===== src/rtl/mdm_pkg.sv =====
package mdm_pkg;
  localparam int NLINES = 4;
  // status line index (status level bit = 4 + index)
  localparam int LN_CTS = 0;
  localparam int LN_DSR = 1;
  localparam int LN_RI  = 2;
  localparam int LN_DCD = 3;

  typedef struct packed {
    logic loop;
    logic out2;
    logic out1;
    logic rts;
    logic dtr;
  } mdm_ctrl_t;

  localparam int CTRL_W = $bits(mdm_ctrl_t);
endpackage


===== src/rtl/mdm_sync.sv =====
module mdm_sync #(
  parameter int WIDTH = 4,
  parameter int STAGES = 2,
  parameter logic RST_VAL = 1'b1
) (
  input  logic             clk,
  input  logic             rst_n,
  input  logic [WIDTH-1:0] d,
  output logic [WIDTH-1:0] q
);
  logic [WIDTH-1:0] stg [STAGES];

  generate
    for (genvar s = 0; s < STAGES; s++) begin : g_stage
      if (s == 0) begin : g_first
        always_ff @(posedge clk or negedge rst_n)
          if (!rst_n) stg[0] <= {WIDTH{RST_VAL}};
          else        stg[0] <= d;
      end else begin : g_next
        always_ff @(posedge clk or negedge rst_n)
          if (!rst_n) stg[s] <= {WIDTH{RST_VAL}};
          else        stg[s] <= stg[s-1];
      end
    end
    if (STAGES >= 2) begin : g_chk
      assert_sync_shift_R5: assert property (@(posedge clk) disable iff (!rst_n)
        1'b1 |=> stg[STAGES-1] == $past(stg[STAGES-2]));
    end
  endgenerate

  assign q = stg[STAGES-1];
endmodule


===== src/rtl/mdm_ctrl_reg.sv =====
module mdm_ctrl_reg
  import mdm_pkg::*;
(
  input  logic              clk,
  input  logic              rst_n,
  input  logic              wr,
  input  logic [CTRL_W-1:0] wdata,
  output mdm_ctrl_t         ctrl
);
  always_ff @(posedge clk or negedge rst_n)
    if (!rst_n)  ctrl <= '0;
    else if (wr) ctrl <= mdm_ctrl_t'(wdata);

  assert_wr_take_R1: assert property (@(posedge clk) disable iff (!rst_n)
    wr |=> ctrl == mdm_ctrl_t'($past(wdata)));
  assert_hold_R1: assert property (@(posedge clk) disable iff (!rst_n)
    !wr |=> $stable(ctrl));
endmodule


===== src/rtl/mdm_line_mux.sv =====
module mdm_line_mux
  import mdm_pkg::*;
(
  input  mdm_ctrl_t         ctrl,
  input  logic [NLINES-1:0] pin_lvl_n,
  input  logic              tx_bit,
  input  logic              sin,
  output logic              sout,
  output logic              rx_bit,
  output logic [NLINES-1:0] ctl_pins_n,
  output logic [NLINES-1:0] line_lvl
);
  logic [NLINES-1:0] fb_lvl;

  always_comb begin
    fb_lvl          = '0;
    fb_lvl[LN_CTS]  = ctrl.rts;
    fb_lvl[LN_DSR]  = ctrl.dtr;
    fb_lvl[LN_RI]   = ctrl.out1;
    fb_lvl[LN_DCD]  = ctrl.out2;
  end

  // ctl_pins_n order: {out2_n, out1_n, rts_n, dtr_n}
  assign ctl_pins_n = ctrl.loop ? {NLINES{1'b1}}
                                : ~{ctrl.out2, ctrl.out1, ctrl.rts, ctrl.dtr};
  assign line_lvl   = ctrl.loop ? fb_lvl : ~pin_lvl_n;
  assign sout       = ctrl.loop ? 1'b1 : tx_bit;
  assign rx_bit     = ctrl.loop ? tx_bit : sin;
endmodule


===== src/rtl/mdm_delta.sv =====
module mdm_delta
  import mdm_pkg::*;
(
  input  logic              clk,
  input  logic              rst_n,
  input  logic [NLINES-1:0] lvl,
  input  logic              rd,
  output logic [NLINES-1:0] delta
);
  logic [NLINES-1:0] prev;
  logic [NLINES-1:0] evt;

  generate
    for (genvar i = 0; i < NLINES; i++) begin : g_evt
      if (i == LN_RI) begin : g_trail
        assign evt[i] = prev[i] & ~lvl[i];
      end else begin : g_any
        assign evt[i] = prev[i] ^ lvl[i];
      end
    end
  endgenerate

  always_ff @(posedge clk or negedge rst_n)
    if (!rst_n) begin
      prev  <= '0;
      delta <= '0;
    end else begin
      prev  <= lvl;
      delta <= evt | (delta & ~{NLINES{rd}});
    end

  assert_rd_clear_R8: assert property (@(posedge clk) disable iff (!rst_n)
    (rd && lvl == prev) |=> delta == '0);
  assert_sticky_R8: assert property (@(posedge clk) disable iff (!rst_n)
    !rd |=> (delta & $past(delta)) == $past(delta));
  assert_teri_rise_only_R7: assert property (@(posedge clk) disable iff (!rst_n)
    (!delta[LN_RI] && !(prev[LN_RI] && !lvl[LN_RI])) |=> !delta[LN_RI]);
  assert_change_sets_R6: assert property (@(posedge clk) disable iff (!rst_n)
    (lvl[LN_CTS] != prev[LN_CTS]) |=> delta[LN_CTS]);
endmodule


===== src/rtl/uart_modem_ctl.sv =====
module uart_modem_ctl
  import mdm_pkg::*;
#(
  parameter int SYNC_STAGES = 2
) (
  input  logic       clk,
  input  logic       rst_n,
  input  logic       ctrl_wr,
  input  logic [7:0] ctrl_wdata,
  output logic [7:0] ctrl_rdata,
  input  logic       stat_rd,
  output logic [7:0] stat_rdata,
  input  logic       msi_en,
  output logic       irq,
  input  logic       tx_shift_out,
  output logic       rx_shift_in,
  input  logic       sin,
  output logic       sout,
  input  logic       cts_n,
  input  logic       dsr_n,
  input  logic       ri_n,
  input  logic       dcd_n,
  output logic       dtr_n,
  output logic       rts_n,
  output logic       out1_n,
  output logic       out2_n
);
  mdm_ctrl_t         ctrl;
  logic [NLINES-1:0] pin_sync_n;
  logic [NLINES-1:0] line_lvl;
  logic [NLINES-1:0] delta;
  logic [NLINES-1:0] ctl_pins_n;

  mdm_ctrl_reg u_ctrl (
    .clk   (clk),
    .rst_n (rst_n),
    .wr    (ctrl_wr),
    .wdata (ctrl_wdata[CTRL_W-1:0]),
    .ctrl  (ctrl)
  );

  mdm_sync #(.WIDTH(NLINES), .STAGES(SYNC_STAGES), .RST_VAL(1'b1)) u_sync (
    .clk   (clk),
    .rst_n (rst_n),
    .d     ({dcd_n, ri_n, dsr_n, cts_n}),
    .q     (pin_sync_n)
  );

  mdm_line_mux u_mux (
    .ctrl       (ctrl),
    .pin_lvl_n  (pin_sync_n),
    .tx_bit     (tx_shift_out),
    .sin        (sin),
    .sout       (sout),
    .rx_bit     (rx_shift_in),
    .ctl_pins_n (ctl_pins_n),
    .line_lvl   (line_lvl)
  );

  mdm_delta u_delta (
    .clk   (clk),
    .rst_n (rst_n),
    .lvl   (line_lvl),
    .rd    (stat_rd),
    .delta (delta)
  );

  assign {out2_n, out1_n, rts_n, dtr_n} = ctl_pins_n;
  assign ctrl_rdata = {{(8-CTRL_W){1'b0}}, ctrl};
  assign stat_rdata = {line_lvl, delta};
  assign irq        = msi_en & (|delta);

  assert_rsvd_zero_R1: assert property (@(posedge clk) disable iff (!rst_n)
    (ctrl_wr && ctrl_wdata[7:5] != 3'b0) |=> ctrl_rdata[7:5] == 3'b0);
  assert_loop_feedback_R4: assert property (@(posedge clk) disable iff (!rst_n)
    ctrl_rdata[4] |-> (stat_rdata[7:4] ==
      {ctrl_rdata[3], ctrl_rdata[2], ctrl_rdata[0], ctrl_rdata[1]}));
  assert_loop_pins_idle_R4: assert property (@(posedge clk) disable iff (!rst_n)
    ctrl_rdata[4] |-> ({dtr_n, rts_n, out1_n, out2_n, sout} == 5'b11111));
  assert_irq_needs_en_R9: assert property (@(posedge clk) disable iff (!rst_n)
    irq |-> (msi_en && stat_rdata[3:0] != 4'b0));
endmodule


===== config.mk =====
export PLATFORM = sky130hd
export DESIGN_NAME = uart_modem_ctl
export DESIGN_NICKNAME = d
export VERILOG_FILES = /design/src/rtl/mdm_pkg.sv /design/src/rtl/mdm_sync.sv /design/src/rtl/mdm_ctrl_reg.sv /design/src/rtl/mdm_line_mux.sv /design/src/rtl/mdm_delta.sv /design/src/rtl/uart_modem_ctl.sv
export SDC_FILE = /design/constraint.sdc
export NUM_CORES = 1
export LEC_CHECK = 0
export ABC_CLOCK_PERIOD_IN_PS = 900
export BUFFER_PORTS_ARGS = -buffer_cell sky130_fd_sc_hd__buf_2
export CAP_MARGIN = 10
export CORE_UTILIZATION = 39
export CTS_CLUSTER_SIZE = 16
export DETAILED_ROUTE_END_ITERATION = 10
export PLACE_DENSITY = 0.75
export SLEW_MARGIN = 20
export SYNTH_ARGS = -nofsm -noshare
export SYNTH_HDL_FRONTEND = slang
export SYNTH_SLANG_ARGS = --single-unit

===== constraint.sdc =====
create_clock -name clk -period 0.9 [get_ports clk]
set_input_delay 0.135 -clock clk [delete_from_list [all_inputs] [get_ports clk]]
set_output_delay 0.135 -clock clk [all_outputs]
set_load 0.05 [all_outputs]

After elaboration in Yosys (flattened, before gate mapping)
Index checks and enable logic that the tools add are counted.
{"block": "totals", "inputBits": 19, "latchBits": 0, "wordCells": 25, "romBits": 0, "memories": 0, "regBits": 21, "ramBits": 0, "output_inout_bits": 23}
{"block": "classes", "n_lt_le_gt_ge": 0, "n_mux": 4, "add_sub_neg": 0, "div_mod_pow": 0, "mul": 0, "shift": 0, "bitwise": 11, "reduce_logical": 1, "eq_ne": 0}
{"cell": "$not 4->4", "n": 3}
{"cell": "$mux 4", "n": 2}
{"cell": "$and 4x4->4", "n": 1}
{"cell": "$or 4x4->4", "n": 1}
{"cell": "$reduce_or 4->1", "n": 1}
{"cell": "$xor 1x1->1", "n": 3}
{"cell": "$and 1x1->1", "n": 2}
{"cell": "$mux 1", "n": 2}
{"cell": "$not 1->1", "n": 1}

Logic depth before layout (Yosys ltp)
Gate-level depths: netlist of the first run.
{"block": "depth", "ltp_word": 5, "ltp_mapped": 4, "depth_no_buf": 3}

Hierarchy
A second synthesis of the first run with hierarchy kept.
{"block": "hier_totals", "hier_cells": 62, "area_unflattened_um2": 819.5}
{"module": "mdm_delta", "seq_area_each_um2": 200.2, "area_each_um2": 266.5, "cells_per_inst": 20, "instances": 1}
{"module": "mdm_sync", "seq_area_each_um2": 210.2, "area_each_um2": 240.2, "cells_per_inst": 12, "instances": 1}
{"module": "mdm_ctrl_reg", "seq_area_each_um2": 125.1, "area_each_um2": 181.4, "cells_per_inst": 10, "instances": 1}
{"module": "mdm_line_mux", "seq_area_each_um2": 0.0, "area_each_um2": 93.8, "cells_per_inst": 15, "instances": 1}
{"module": "uart_modem_ctl", "seq_area_each_um2": 0.0, "area_each_um2": 37.5, "cells_per_inst": 5, "instances": 1}

Worst setup path after synthesis of the first run
No wires, ideal clock.
{"block": "synth_timing", "kind": "register to register", "startpoint": "register u_ctrl.ctrl[4] (netlist name)", "endpoint": "register u_delta.delta[1]", "required_time_ps": 807, "synth_period_minus_slack_ps": 2310, "slack_ps": -1410, "setup_time_ps": 93, "stages_incl_launch_ff": 3, "path_buffers": 0, "arrival_ps": 2217, "cell_sequence": "dfrtp_1 > o21ai_0 > mux2i_1"}
{"block": "synth_between", "elab_chain_cells": 3}
{"item": "$mux 4", "line": "mdm_line_mux.sv:26", "text": "assign line_lvl = ctrl.loop ? fb_lvl : ~pin_lvl_n;"}
{"item": "via stat_rdata[5]", "line": "uart_modem_ctl.sv:12", "text": "output logic [7:0] stat_rdata,"}
{"item": "$xor 1x1->1", "line": "mdm_delta.sv:18", "text": "assign evt[i] = prev[i] ^ lvl[i];"}
{"item": "$or 4x4->4", "line": "mdm_delta.sv:29", "text": "delta <= evt | (delta & ~{NLINES{rd}});"}
{"item": "end signal, assigned", "line": "mdm_delta.sv:29"}
{"item": "end, declared", "line": "mdm_delta.sv:8", "text": "output logic [NLINES-1:0] delta"}
The timed path passes the listed nets, and every way through them passes these cells.
A chain may end at the register's enable or synchronous reset.

Worst setup path in the final report of the first run
{"block": "layout_timing", "startpoint": "register u_delta.delta[1]", "endpoint": "output irq"}
{"block": "layout_between", "elab_chain_cells": 2}
{"item": "$reduce_or 4->1", "line": "uart_modem_ctl.sv:71", "text": "assign irq = msi_en & (|delta);"}
{"item": "$and 1x1->1", "line": "uart_modem_ctl.sv:71"}
{"item": "end, declared", "line": "uart_modem_ctl.sv:14", "text": "output logic irq,"}
Every way passes these cells.

==> flow_metrics.env, run 1 <==
export IMPL_utilization_pct=75.9
export IMPL_setup_viol=30
export IMPL_reg2reg_depth=6
export IMPL_die_w_um=48.2
export IMPL_cts_root_buf="clkbuf_4"
export IMPL_drt_wl_total_um=1920
export IMPL_power_density_nw_per_um2=1920
export IMPL_p_comb_share_pct=44.7
export IMPL_power_switching_mw=1.07
export IMPL_critPathCaptureType="primary output"
export IMPL_syn_area_sq_um=832
export IMPL_crit_slowest_cell="o41a_4"
export IMPL_port_buffer_count=35
export IMPL_numCtsBuffers=3
export IMPL_cp_max_fo=2
export IMPL_ir_worst_vdd_v=0.00132
export IMPL_cts_sinks=21
export IMPL_hold_depth=3
export IMPL_seq_area_frac_synth_pct=64.4
export IMPL_avgSynthCellArea_sq_um=13.4
export IMPL_reg2reg_to="u_delta.delta[3]"
export IMPL_finalCritPeriodShare_pct=168
export IMPL_violations="setup timing"
export IMPL_grt_usage_pct=18.8
export IMPL_swShare_pct=36.9
export IMPL_synthCells=62
export IMPL_min_delay_start="ctrl_wdata[2]"
export IMPL_ant_nets=0
export IMPL_hold_class="in2reg"
export IMPL_slowest_delay_ns=0.49
export IMPL_rsz0062_at_grt="true"
export IMPL_mostFrequentLayoutCells="buf_6, buf_2, dfstp_2"
export IMPL_yosysWarnings=0
export IMPL_power_leakage_nw=0.711
export IMPL_grt_overflow=0
export IMPL_timing_hold_ws_ns=0.0343
export IMPL_die_h_um=48.2
export IMPL_synth_area_top_cells="dfrtp_1, dfstp_2, mux2_2"
export IMPL_pwr_share_seq_pct=40.4
export IMPL_worst_slack_ns=-0.612
export IMPL_drtIter0Drc=1
export IMPL_layout_drive_gt1_share_pct=73.9
export IMPL_core_sq_um=1980
export IMPL_grt_pass1_wl_um=2860
export IMPL_hold_end="u_ctrl.ctrl[2]"
export IMPL_grt_pass1_vias=649
export IMPL_routedWlPerCell_um=13.1
export IMPL_synth_top_cell_area_share_pct=39.1
export IMPL_antenna_found_initial=0
export IMPL_max_clock_path_buffers=2
export IMPL_vias_per_cell=4.55
export IMPL_nNetsFinal=139
export IMPL_num_rows=16
export IMPL_initial_core_util_pct=42.0
export IMPL_area_growth_pct=80.9
export IMPL_timing_rr_start="u_ctrl.ctrl[4]"
export IMPL_io_pins=42
export IMPL_clkPwrFrac_pct=14.9
export IMPL_htree_levels=1
export IMPL_max_freq_ghz=0.661
export IMPL_clk_latency_ns=0.29
export IMPL_fin_skew_ns=0.00295
export IMPL_crit_buf_inv=1
export IMPL_r2r_slack_ns=-0.42
export IMPL_grt_max_degree=22
export IMPL_path_cells="o41a_4 -> buf_6"
export IMPL_globalplace_congestion=0.653
export IMPL_cp_required_ns=0.76
export IMPL_final_common_cell="buf_6"
export IMPL_cap_violations=0
export IMPL_die_area_sq_um=2320
export IMPL_clk_pin_slew_worst_paths_ns=0.11
export IMPL_start_kind="flip-flop"
export IMPL_synth_largest_area_cell="dfrtp_1"
export IMPL_ys_ff_latch=21
export IMPL_drc=0
export IMPL_critPathTopFamily="compound AO/OA/AOI/OAI gates"
export IMPL_slew_viol_final=0
export IMPL_drtPass1Iterations=2
export IMPL_diodes=0
export IMPL_worstSetupPathType="reg2out"
export IMPL_p_int_mw=1.83
export IMPL_cp_data_arrival_time_ns=1.38
export IMPL_dpl_hpwl_um=1200
export IMPL_status="complete, but fails checks"
export IMPL_final_hold_viol_count=0
export IMPL_synthDistinctLibCells=18
export IMPL_num_vias=665
export IMPL_cts_tree="done"
export IMPL_fin_crit_ns=1.51
-- power groups by stage --
stage | registers, mW | clock network [mW] | logic (mW)
detailed placement | 1.18 | 0 | 0.924
CTS | 1.17 | 0.456 | 1.23
finish | 1.17 | 0.432 | 1.29
global placement | 1.17 | 0 | 0.911
global route | 1.18 | 0.495 | 1.37
floorplan | 1.38 | 0 | 0.461
-- per-stage QoR --
| step | power (mW) | instances | setup slack (ns) | TNS [ns] | cell area (sq um) |
|---|---|---|---|---|---|
| after floorplan | 1.84 | 64 | -0.543 | -7.19 | 917 |
| after global placement | 2.09 | 132 | -0.311 | -4.50 | 1170 |
| after detailed placement | 2.10 | 132 | -0.314 | -4.63 | 1170 |
| after CTS | 2.86 | 146 | -0.607 | -10.58 | 1480 |
| after global routing | 3.04 | 146 | -0.653 | -11.72 | 1510 |
| final | 2.89 | 146 | -0.612 | -10.32 | 1510 |
-- cells by family (layout without fill, tap and decap cells) --
| group | Yosys count | after routing | share of synthesized area, % |
|---|---|---|---|
| AO/OA/AOI/OAI | 6 | 6 | 6.17 |
| buffers and inverters | 7 | 62 | 5.41 |
| flip-flops | 21 | 21 | 64.4 |
| multiplexers | 9 | 9 | 11.6 |
| other | 1 | 3 | 0.451 |
| AND/OR/NAND/NOR | 18 | 18 | 12.0 |
-- cells in the mapped netlist --
cell / count
dfrtp_1: 13
dfstp_2: 8
nor2b_1: 6
mux2_2: 5
mux2i_1: 4
nand2b_1: 4
buf_4: 3
inv_1: 3
nor2_1: 3
nand2_1: 2
nand2_2: 2
o21ai_0: 2
o21ai_2: 2
buf_6: 1
conb_1: 1
o22ai_2: 1
o41a_1: 1
or2_2: 1
-- layer usage --
| layer | global-route usage (%) | up-vias | wire [um] |
|---|---|---|---|
| met5 | 0 | - | 0 |
| met4 | 8.33 | 0 | 12 |
| met3 | 4.07 | 2 | 124 |
| met2 | 35.7 | 32 | 1120 |
| met1 | 19.4 | 319 | 665 |
| li1 | - | 312 | - |
-- registers in the layout, summed over array words and instances, names as in the netlist --
signal / count
u_sync.q: 4
u_sync.stg: 4
u_delta.delta: 4
u_delta.prev: 4
u_ctrl.ctrl: 5
-- worst max path at each step --
stage	startpoint	endpoint	slack, ns	cells past startpoint
finish	u_delta.delta[1]	irq	-0.61	2
global route	u_ctrl.ctrl[4]	stat_rdata[5]	-0.65	3
detailed placement	u_ctrl.ctrl[4]	rx_shift_in	-0.31	2
floorplan	u_ctrl.ctrl[4]	u_delta.delta[0]	-0.54	2
global placement	u_ctrl.ctrl[4]	rx_shift_in	-0.31	2
CTS	u_delta.delta[1]	irq	-0.61	2
-- area by class of cell --
type / count / area (sq um)
well taps: 27 / 33.8
multi-input cells: 36 / 363
inverters: 3 / 11.3
clock buffers: 3 / 22.5
flip-flops and latches: 21 / 546
clock inverters: 1 / 5.00
repair buffers: 55 / 524
fillers: 124 / 477
-- tightest hold or removal path, delay by kind of cell --
| family | cells | cell delay, ns |
|---|---|---|
| buf+inv | 1 | 0.07 |
| compound gates | 1 | 0.05 |
| simple gates | 1 | 0.04 |
-- what timing repair did --
| item | 4_1_cts | 5_1_grt |
|---|---|---|
| endpoints found under the hold margin | 17 | 0 |
| gates cloned | 0 | 0 |
| resized for setup | 58 | 9 |
| pin swaps | 3 | 1 |
| endpoints found under the setup margin | 30 | 30 |
| hold buffers | 5 | 0 |
| buffers inserted | 5 | 2 |
(Power assumes the default switching activity.)
==> run 2: changes to the inputs <==
--- a/config.mk
+++ b/config.mk
@@ -6,11 +6,10 @@
 export NUM_CORES = 1
 export LEC_CHECK = 0
-export ABC_CLOCK_PERIOD_IN_PS = 900
+export ABC_CLOCK_PERIOD_IN_PS = 1900
 export BUFFER_PORTS_ARGS = -buffer_cell sky130_fd_sc_hd__buf_2
 export CAP_MARGIN = 10
-export CORE_UTILIZATION = 39
-export CTS_CLUSTER_SIZE = 16
+export CORE_UTILIZATION = 45
 export DETAILED_ROUTE_END_ITERATION = 10
-export PLACE_DENSITY = 0.75
+export PLACE_DENSITY = 0.81
 export SLEW_MARGIN = 20
 export SYNTH_ARGS = -nofsm -noshare
==> constraint.sdc (replaced) <==
create_clock -name clk -period 1.9 [get_ports clk]
set_input_delay 0.285 -clock clk [delete_from_list [all_inputs] [get_ports clk]]
set_output_delay 0.285 -clock clk [all_outputs]
set_load 0.02 [all_outputs]
==> run 2 against run 1 <==
  * Routed wire length shrank 27%
  * Clock power shrank 53%
  * Critical path type unchanged
  * The flow now finishes without violations
  * Clock skew shrank 0.00090 ns
==> flow_metrics.env, run 2 (synthesis gave the netlist of run 1 again) <==
export IMPL_timing_rr_start="u_ctrl.ctrl[4]"
export IMPL_r2r_slack_ns=0.79
export IMPL_grt_pass1_wl_um=2360
export IMPL_start_kind="flip-flop"
export IMPL_vias_per_cell=4.52
export IMPL_swShare_pct=30.7
export IMPL_nNetsFinal=120
export IMPL_worst_slack_ns=0.213
export IMPL_num_vias=565
export IMPL_drt_wl_total_um=1410
export IMPL_drc=0
export IMPL_p_int_mw=0.679
export IMPL_core_sq_um=1730
export IMPL_ant_nets=0
export IMPL_drtIter0Drc=4
export IMPL_critPathCaptureType="primary output"
export IMPL_pre_cts_slack_ns=0.359
export IMPL_initial_core_util_pct=48.2
export IMPL_die_h_um=45
export IMPL_grt_met1_usage_pct=18.5
export IMPL_cts_sinks=21
export IMPL_ir_worst_vdd_v=0.000569
export IMPL_clk_latency_ns=0.29
export IMPL_rsz0062_at_grt="false"
export IMPL_numCtsBuffers=3
export IMPL_final_hold_viol_count=0
export IMPL_mostFrequentLayoutCells="buf_2, dfrtp_1, dfstp_2"
export IMPL_largest_register="u_ctrl.ctrl"
export IMPL_placed_area_sq_um=1010
export IMPL_num_rows=15
export IMPL_status="finished clean"
export IMPL_grt_overflow=0
export IMPL_cp_required_ns=1.62
export IMPL_final_setup_tns_ns=0
export IMPL_startpoint="u_ctrl.ctrl[4]"
export IMPL_port_buffer_count=35
export IMPL_final_common_cell="buf_2"
export IMPL_pwr_share_seq_pct=54.9
export IMPL_grt_pass1_vias=565
export IMPL_fin_area_sq_um=1050
export IMPL_power_switching_mw=0.301
export IMPL_use_met3_pct=4.40
export IMPL_dpl_hpwl_um=1070
export IMPL_htree_levels=1
export IMPL_drtPass1Iterations=2
export IMPL_power_leakage_nw=0.504
export IMPL_worstSetupPathType="reg2out"
export IMPL_die_w_um=45
export IMPL_met2_usage_pct=29.6
export IMPL_fin_skew_ns=0.00205
export IMPL_timing_hold_ws_ns=0.0760
export IMPL_largest_reg_flops=5
export IMPL_power_density_nw_per_um2=934
export IMPL_routedWlPerCell_um=11.2
export IMPL_cts_tree="done"
export IMPL_diodes=0
export IMPL_clkPwrFrac_pct=20.8
export IMPL_fin_crit_ns=1.69
export IMPL_cp_data_arrival_time_ns=1.40
export IMPL_antenna_found_initial=0
export IMPL_cts_root_buf="clkbuf_4"
export IMPL_die_area_sq_um=2030
export IMPL_min_delay_start="cts_n"
export IMPL_clk_pin_slew_worst_paths_ns=0.11
export IMPL_finalCritPeriodShare_pct=88.8
export IMPL_layout_drive_gt1_share_pct=58.0
export IMPL_setup_viol=0
export IMPL_io_pins=42
export IMPL_globalplace_congestion=0.661
export IMPL_cap_violations=0
export IMPL_hold_class="in2reg"
export IMPL_grt_max_degree=22
export IMPL_busiest_layer="met2"
export IMPL_slew_viol_final=0
export IMPL_max_freq_ghz=0.593
export IMPL_grt_usage_pct=16.9
export IMPL_cp_max_fo=15
export IMPL_p_comb_share_pct=24.4
export IMPL_max_clock_path_buffers=2
export IMPL_area_growth_pct=26.2
[run 2: changes by cell type in the layout (fill, tap and decap cells not counted), sizes merged]
| cell | delta |
|---|---|
| dlygate4sd3 | -4 |
| clkinv | -1 |
| buf | -15 |
| clkbuf | +1 |
[run 2: layout make-up]
cell class	instances	area [sq um]
sequential	21	537
inverter	3	11.3
fill	154	677
timing repair buffer	36	185
tap	25	31.3
multi-input combinational	36	259
clock buffer	4	26.3
[run 2: metrics by stage]
step	std cells	utilization [%]	total power, mW
finish	125	60.8	0.980
global route	125	60.8	1.04
CTS	125	60.7	1.00
detailed placement	120	58.6	0.786
global placement	120	58.6	0.777
floorplan	64	-	0.701
[run 2: what timing repair did]
| item | CTS | global route |
|---|---|---|
| gates resized for setup | 0 | 2 |
| buffers inserted | 0 | 0 |
| endpoints found under the setup margin | 0 | 2 |
| hold endpoints to repair | 13 | 0 |
| hold buffers | 1 | 0 |
[run 2: path summary, 6_finish.rpt]
path,to,cells past startpoint
worst min register to register,u_sync.q[0],0
worst min-delay path,u_sync.stg[4],1
worst max register to register,u_delta.delta[1],2
min in group asynchronous,u_delta.delta[3],2
worst max-delay path,stat_rdata[6],2
max in group asynchronous,u_sync.stg[4],2
[run 2: per-layer routing]
layer | wire, um | part of all wire [%]
met5 | 0 | 0
met4 | 0 | 0
met3 | 114 | 8.1
met2 | 708 | 50
met1 | 581 | 41
[run 2: power by group through the flow]
stage | clock [mW] | combinational (mW) | sequential, mW
6_report | 0.203 | 0.239 | 0.538
5_1_grt | 0.234 | 0.260 | 0.547
4_1_cts | 0.220 | 0.243 | 0.539
3_5_place_dp | 0 | 0.240 | 0.547
3_3_place_gp | 0 | 0.233 | 0.544
2_1_floorplan | 0 | 0.129 | 0.573
[run 2: worst max-delay path: stages (launching register included)]
cell and delay (ns):
dfrtp_2 0.54, mux2i_1 0.34, buf_2 0.22
